## config.mk

```make
export PLATFORM = sky130hd
export DESIGN_NAME = sectionShiftReg
export DESIGN_NICKNAME = d
export VERILOG_FILES = /design/src/rtl/chain_pkg.sv /design/src/rtl/shiftSection.sv /design/src/rtl/chainControl.sv /design/src/rtl/shiftDatapath.sv /design/src/rtl/sectionShiftReg.sv
export SDC_FILE = /design/constraint.sdc
export NUM_CORES = 1
export LEC_CHECK = 0
export BUFFER_PORTS_ARGS = -buffer_cell sky130_fd_sc_hd__buf_2
export CORE_AREA = 2 2 39 41
export DETAILED_ROUTE_END_ITERATION = 10
export DIE_AREA = 0 0 41 43
export MAX_ROUTING_LAYER = met4
export PLACE_DENSITY = 0.71
export SYNTH_ARGS = -nofsm -noshare
export SYNTH_HDL_FRONTEND = slang
export SYNTH_SLANG_ARGS = --single-unit
export TNS_END_PERCENT = 5
```

## constraint.sdc

```tcl
create_clock -name clk -period 1.68 [get_ports clk]
set_input_delay 0.336 -clock clk [delete_from_list [all_inputs] [get_ports clk]]
set_output_delay 0.336 -clock clk [all_outputs]
set_load 0.005 [all_outputs]
```

## src/rtl/chain_pkg.sv

```systemverilog
package chain_pkg;

  localparam int SECT_COUNT = 4;

  typedef enum logic [2:0] {
    CH_SPLIT  = 3'd0,
    CH_PAIRS  = 3'd1,
    CH_BD10   = 3'd2,
    CH_TAP12  = 3'd3,
    CH_FULL13 = 3'd4,
    CH_BCD14  = 3'd5,
    CH_TAP17  = 3'd6,
    CH_FULL18 = 3'd7
  } chainMode_e;

  typedef struct packed {
    logic bFromA;
    logic cFromBTap;
    logic cFromBEnd;
    logic dFromC;
    logic dFromB;
    logic clrStages;
  } linkStrobes_t;

endpackage

```

## src/rtl/shiftSection.sv

```systemverilog
module shiftSection #(
  parameter int STAGES = 4,
  parameter int TAP_AT = 4
) (
  input  logic clk,
  input  logic clr,
  input  logic serialIn,
  output logic headQ,
  output logic tapQ,
  output logic lastQ
);

  logic [STAGES-1:0] stg;
  logic armed;

  always_ff @(negedge clk) begin
    if (clr) stg <= '0;
    else     stg <= {stg[STAGES-2:0], serialIn};
  end

  assign headQ = stg[0];
  assign tapQ  = stg[TAP_AT-1];
  assign lastQ = stg[STAGES-1];

  always_ff @(negedge clk) armed <= !clr;

  AST_HEAD_CAPTURE: assert property (@(negedge clk) disable iff (clr)
    armed |-> stg[0] == $past(serialIn));

  for (genvar i = 1; i < STAGES; i++) begin : g_adv
    AST_STAGE_ADVANCE: assert property (@(negedge clk) disable iff (clr)
      armed |-> stg[i] == $past(stg[i-1]));
  end

  AST_RESET_CLEARS: assert property (@(negedge clk) disable iff (clr)
    $past(clr) |-> stg == '0);

endmodule

```

## src/rtl/chainControl.sv

```systemverilog
module chainControl
  import chain_pkg::*;
(
  input  logic         rst,
  input  logic [2:0]   chainSel,
  output linkStrobes_t strobes
);

  chainMode_e mode;

  always_comb begin
    mode = chainMode_e'(chainSel);
    strobes = '0;
    strobes.clrStages = rst;
    unique case (mode)
      CH_SPLIT: ;
      CH_PAIRS: begin
        strobes.bFromA = 1'b1;
        strobes.dFromC = 1'b1;
      end
      CH_BD10:   strobes.dFromB = 1'b1;
      CH_TAP12: begin
        strobes.bFromA    = 1'b1;
        strobes.cFromBTap = 1'b1;
      end
      CH_FULL13: begin
        strobes.bFromA    = 1'b1;
        strobes.cFromBEnd = 1'b1;
      end
      CH_BCD14: begin
        strobes.cFromBEnd = 1'b1;
        strobes.dFromC    = 1'b1;
      end
      CH_TAP17: begin
        strobes.bFromA    = 1'b1;
        strobes.cFromBTap = 1'b1;
        strobes.dFromC    = 1'b1;
      end
      CH_FULL18: begin
        strobes.bFromA    = 1'b1;
        strobes.cFromBEnd = 1'b1;
        strobes.dFromC    = 1'b1;
      end
      default: ;
    endcase
  end

endmodule

```

## src/rtl/shiftDatapath.sv

```systemverilog
module shiftDatapath
  import chain_pkg::*;
#(
  parameter int SHORT_LEN = 4,
  parameter int LONG_LEN  = 5,
  parameter int TAP_AT    = 4
) (
  input  logic                  clk,
  input  linkStrobes_t          strobes,
  input  logic [SECT_COUNT-1:0] serIn,
  output logic [SECT_COUNT-1:0] tapQ,
  output logic [SECT_COUNT-1:0] lastQ,
  output logic                  halfQ
);

  logic [SECT_COUNT-1:0] feed;
  logic [SECT_COUNT-1:0] headQ;
  logic clr;

  assign clr = strobes.clrStages;

  always_comb begin
    feed[0] = serIn[0];
    feed[1] = strobes.bFromA ? lastQ[0] : serIn[1];
    if (strobes.cFromBTap)      feed[2] = tapQ[1];
    else if (strobes.cFromBEnd) feed[2] = lastQ[1];
    else                        feed[2] = serIn[2];
    if (strobes.dFromC)         feed[3] = lastQ[2];
    else if (strobes.dFromB)    feed[3] = lastQ[1];
    else                        feed[3] = serIn[3];
  end

  for (genvar k = 0; k < SECT_COUNT; k++) begin : g_sect
    localparam int LEN = (k % 2 == 0) ? SHORT_LEN : LONG_LEN;
    shiftSection #(.STAGES(LEN), .TAP_AT(TAP_AT)) u_sect (
      .clk(clk),
      .clr(clr),
      .serialIn(feed[k]),
      .headQ(headQ[k]),
      .tapQ(tapQ[k]),
      .lastQ(lastQ[k])
    );
  end

  always_ff @(posedge clk) begin
    if (clr) halfQ <= 1'b0;
    else     halfQ <= lastQ[0];
  end

  logic posArmed, negArmed;
  always_ff @(posedge clk) posArmed <= !clr;
  always_ff @(negedge clk) negArmed <= !clr;

  AST_HALF_LAGS: assert property (@(posedge clk) disable iff (clr)
    posArmed |-> halfQ == $past(lastQ[0]));

  AST_LINK_A_TO_B: assert property (@(negedge clk) disable iff (clr)
    negArmed && $past(strobes.bFromA) |-> headQ[1] == $past(lastQ[0]));

  AST_LINK_B_TO_D: assert property (@(negedge clk) disable iff (clr)
    negArmed && $past(strobes.dFromB) |-> headQ[3] == $past(lastQ[1]));

  AST_LINK_BTAP_TO_C: assert property (@(negedge clk) disable iff (clr)
    negArmed && $past(strobes.cFromBTap) |-> headQ[2] == $past(tapQ[1]));

  AST_LINK_BEND_TO_C: assert property (@(negedge clk) disable iff (clr)
    negArmed && $past(strobes.cFromBEnd) |-> headQ[2] == $past(lastQ[1]));

  AST_LINK_C_TO_D: assert property (@(negedge clk) disable iff (clr)
    negArmed && $past(strobes.dFromC) |-> headQ[3] == $past(lastQ[2]));

  AST_OWN_INPUT_A: assert property (@(negedge clk) disable iff (clr)
    negArmed |-> headQ[0] == $past(serIn[0]));

endmodule

```

## src/rtl/sectionShiftReg.sv

```systemverilog
module sectionShiftReg
  import chain_pkg::*;
#(
  parameter int SHORT_LEN = 4,
  parameter int LONG_LEN  = 5,
  parameter int TAP_AT    = 4
) (
  input  logic       clk,
  input  logic       rst,
  input  logic [2:0] chainSel,
  input  logic [3:0] serIn,
  output logic       outA,
  output logic       outAHalf,
  output logic       outBTap,
  output logic       outB,
  output logic       outC,
  output logic       outDTap,
  output logic       outD
);

  linkStrobes_t strobes;
  logic [SECT_COUNT-1:0] tapQ;
  logic [SECT_COUNT-1:0] lastQ;

  chainControl u_ctrl (
    .rst(rst),
    .chainSel(chainSel),
    .strobes(strobes)
  );

  shiftDatapath #(
    .SHORT_LEN(SHORT_LEN),
    .LONG_LEN(LONG_LEN),
    .TAP_AT(TAP_AT)
  ) u_dp (
    .clk(clk),
    .strobes(strobes),
    .serIn(serIn),
    .tapQ(tapQ),
    .lastQ(lastQ),
    .halfQ(outAHalf)
  );

  assign outA    = lastQ[0];
  assign outBTap = tapQ[1];
  assign outB    = lastQ[1];
  assign outC    = lastQ[2];
  assign outDTap = tapQ[3];
  assign outD    = lastQ[3];

endmodule

```

== Yosys cells after proc, flatten, opt, wreduce, memory -nomap -nowiden ==
Cells that the tools add are included.
Cells by class
  multiply operators: 0
  bitwise logic cells: 0
  muxes and demuxes: 10
  reductions and logical operators: 4
  add/subtract/negate cells: 0
  divide/modulo/power cells: 0
  equality and inequality tests: 7
  $lt $le $gt $ge: 0
  shift-type cells: 0
Operators by type and width (count)
  $eq 3x3->1 const B: 4
  $mux 1: 10
  $eq 3x2->1 const B: 2
  $reduce_or 5->1: 1
  $reduce_or 4->1: 1
  $eq 3x1->1 const B: 1
  $reduce_or 3->1: 1
  $reduce_or 2->1: 1
Storage, ports and cells
  RAM bits: 0
  logic and storage cells: 26
  memory bits (read-only): 0
  memories: 0
  bits of input ports: 9
  register bits: 19
  output and inout bits: 7
  bits in latches: 0

== Depth between registers and ports, before layout ==
  word-level depth: 5
  depth in mapped cells: 4
  mapped depth without buffers: 3

== Cells and area by module ==
From an unflattened synthesis, not the netlist that was laid out.
Second synthesis, totals
  cells, all modules: 61
  area, all modules: 644.4 µm²
Modules (own cells, without submodules)
  shiftSection at u_dp.g_sect[1].u_sect ...: area each 135.1 µm², cells an instance 11, times used 2, seq. area each 100.1 µm²
  shiftSection at u_dp.g_sect[0].u_sect ...: area each 116.4 µm², cells an instance 10, times used 2, seq. area each 80.1 µm²
  shiftDatapath: area each 78.8 µm², cells an instance 9, times used 1, seq. area each 20.0 µm²
  chainControl: area each 62.6 µm², cells an instance 10, times used 1, seq. area each 0.0 µm²

==> results.cfg <==
[run_status]
status = complete, but fails checks
violations = setup timing

[detailed_routing]
drt-total-wl_mm = 1.272
wire_per_inst_um = 11.06
drc_errors = 0
antenna_left = 0
drtIter0Drc = 1
viasPerCell = 4.409
drtPass1Iterations = 4
route.vias.total = 507

[final_layout]
antenna_cells = 0
syn_to_final_growth_pct = 42.51
fin_cells = 115
final_nets = 109
fin_util_pct = 63.65
drive_above_1_share_pct = 36.36

[synthesis]
ys_seq_area_share_pct = 61.54
yosysTopAreaCell = dfxtp_1
synth_fa_ha_area_share_pct = 0
synth_cells = 55
synth_cell_types = 19
yosysWarnings = 0
synth_compound_area_share_pct = 7.085
synth_edf_count = 0
muxShareOfSynthArea_pct = 3.441
synth_common_cells = 19 x dfxtp_1, 16 x nor2b_1, 3 x a21oi_1
netlist_top_cells_area = dfxtp_1 62%, nor2b_1 16%, a21oi_1 2.4%
synth_top_area_share_pct = 61.54
synthFlopType = dfxtp_1
syn_area_um2 = 618.1
synthArstFlopShare_pct = 0
synth.most_common_cell = dfxtp_1
avgSynthCellArea_um2 = 11.24
synth_xor_area_share_pct = 1.417
syn_nets = 64
synth-simple-area-share_pct = 22.87
ys_ff_latch = 19
synth_top_family_by_area = simple AND/OR/NAND/NOR gates

[clocking]
clk_path_buf_depth = 2
root_buffer = clkbuf_4
cts_tree = built
clk_pin_slew_ps = 40
numCtsBuffers = 3
cts.sinks = 19
clk_latency_ps = 340
ctsHoldBuffers = 0
htreeDepth = 1

[global_route]
grt_pass1_vias = 489
gr-total-overflow = 0
grtUsageMet1_pct = 17.67
use_met2_pct = 24.69
grt_pass1_wl_mm = 1.863
grt_max_degree = 19
grt_use_met3_pct = 4.188
antenna_found_initial = 0
track_usage_pct = 16.75
grt.busiest_layer = met2

[critical_path]
r2r_slack_ps = 130
endpoint = outC
crit_cells = 1
r2r_cells = 2
crit_chain = buf_2
critPathLaunch = u_dp.g_sect[2].u_sect.stg[3]$_SDFF_NP0_
crit_fanout = 2
crit_type = register to output pin
crit_buf_inv = 1
critPathSlowestCell = dfxtp_2
cp.arrival_ps = 1630
endpoint_kind = output pin
timing.critical_path.required_ps = 1340
max_stage_delay_ps = 310
critPathLaunchType = register
r2r-start = u_dp.g_sect[0].u_sect.stg[3]$_SDFF_NP0_
worst_r2r_endpoint = u_dp.halfQ$_SDFF_PP0_
crit_family = flip-flops

[die]
fp.coreArea_um2 = 1384
core.rowCount = 14
io-pin-count = 16
start_util_pct = 44.67
die_y_um = 43
die_w_um = 41
die-area_um2 = 1763

[sta]
slew_headroom_pct = 79.15
hold_violations = 0
finClkSkew_ps = 54.22
tightest_slew_ps = 311.9
rsz0062_at_grt = yes
setup_ws_ps = -281.2
setup_viol = 7
hold_slack_ps = 429.3
maxSlewViolCount = 0

[pwr]
cellPowerDensity_nw_per_um2 = 1028
p_leak_nw = 0.4687
finalPower_mw = 0.9057
ir_drop_mv = 0.5773

[job]
max-cap-violations = 0

[place]
gp_congestion = 0.6462
hpwl_um = 751.8
dp_cells = 90
post-place-ws_ps = -359.9
numPortBuffers = 15

[min_path]
hold_class = register to register
hold_path_depth = 1
hold_path.startpoint = u_dp.g_sect[3].u_sect.stg[1]$_SDFF_NP0_
stage by stage:
stage,setup TNS [ps],area [um^2]
3_3_place_gp,-959.4,743.2
4_1_cts,-1675,860.8
2_1_floorplan,-703.4,618.1
3_5_place_dp,-1193,743.2
6_report,-1640,880.8
5_1_grt,-1901,880.8
flip-flops by register name (all words and copies together) (netlist names):
signal and count:
u_dp.g_sect.u_sect.stg 18, u_dp.halfQ 1
power breakdown:
part / total, mW / switching (mW) / internal, mW
clock network: 0.374 / 0.232 / 0.142
registers: 0.471 / 0.00420 / 0.467
logic: 0.0610 / 0.0276 / 0.0334
total: 0.906 / 0.264 / 0.642
worst min-delay path by stage:
stage and endpoint:
4_1_cts u_dp.g_sect[3].u_sect.stg[3]$_SDFF_NP0_, 3_5_place_dp u_dp.g_sect[3].u_sect.stg[2]$_SDFF_NP0_, 2_1_floorplan u_dp.halfQ$_SDFF_PP0_, 3_3_place_gp u_dp.g_sect[1].u_sect.stg[3]$_SDFF_NP0_, 6_report u_dp.g_sect[3].u_sect.stg[2]$_SDFF_NP0_, 5_1_grt u_dp.g_sect[1].u_sect.stg[2]$_SDFF_NP0_
metal layers:
layer,vias to the layer above,wire [um],part of all wire [%]
met5,-,0,0
li1,266,-,-
met4,0,0,0
met3,0,54,4.2
met2,11,678,53
met1,230,538,42
final cells by class:
| class | count | area, um^2 |
|---|---|---|
| clock inverter | 19 | 71.32 |
| sequential | 19 | 386.6 |
| inverter | 1 | 3.754 |
| timing repair buffer | 25 | 156.4 |
| multi-input combinational | 32 | 220.2 |
| tap | 16 | 20.02 |
| fill | 123 | 503.0 |
| clock buffer | 3 | 22.52 |
cells by family after synthesis:
logic type	Yosys count
AO/OA/AOI/OAI	7
XOR/XNOR	1
buffers and inverters	4
flip-flops	19
multiplexers	2
AND/OR/NAND/NOR	22
layout by cell type, fill, tap and decap left out:
master      n
a21oi_2     1
a21oi_1     2
nor2b_1    16
and3b_1     1
dfxtp_2     5
inv_1      19
dfxtp_1    14
buf_4      10
buf_6       1
or3b_1      1
a2111oi_1   1
clkbuf_4    3
a211oi_1    1
mux2i_1     1
xnor2_1     1
o211ai_1    1
clkinv_1    1
nand2b_1    1
or2_2       1
o21ai_0     1
nor3b_1     1
nor2_1      1
buf_2      14
mux2_2      1
repair_timing:
item | 4_1_cts | 5_1_grt
setup buffers | 3 | 1
pin swaps | 0 | 2
endpoints found under the setup margin | 6 | 9
resized for setup | 4 | 4
Note: power is estimated with default switching activity, not from simulation.
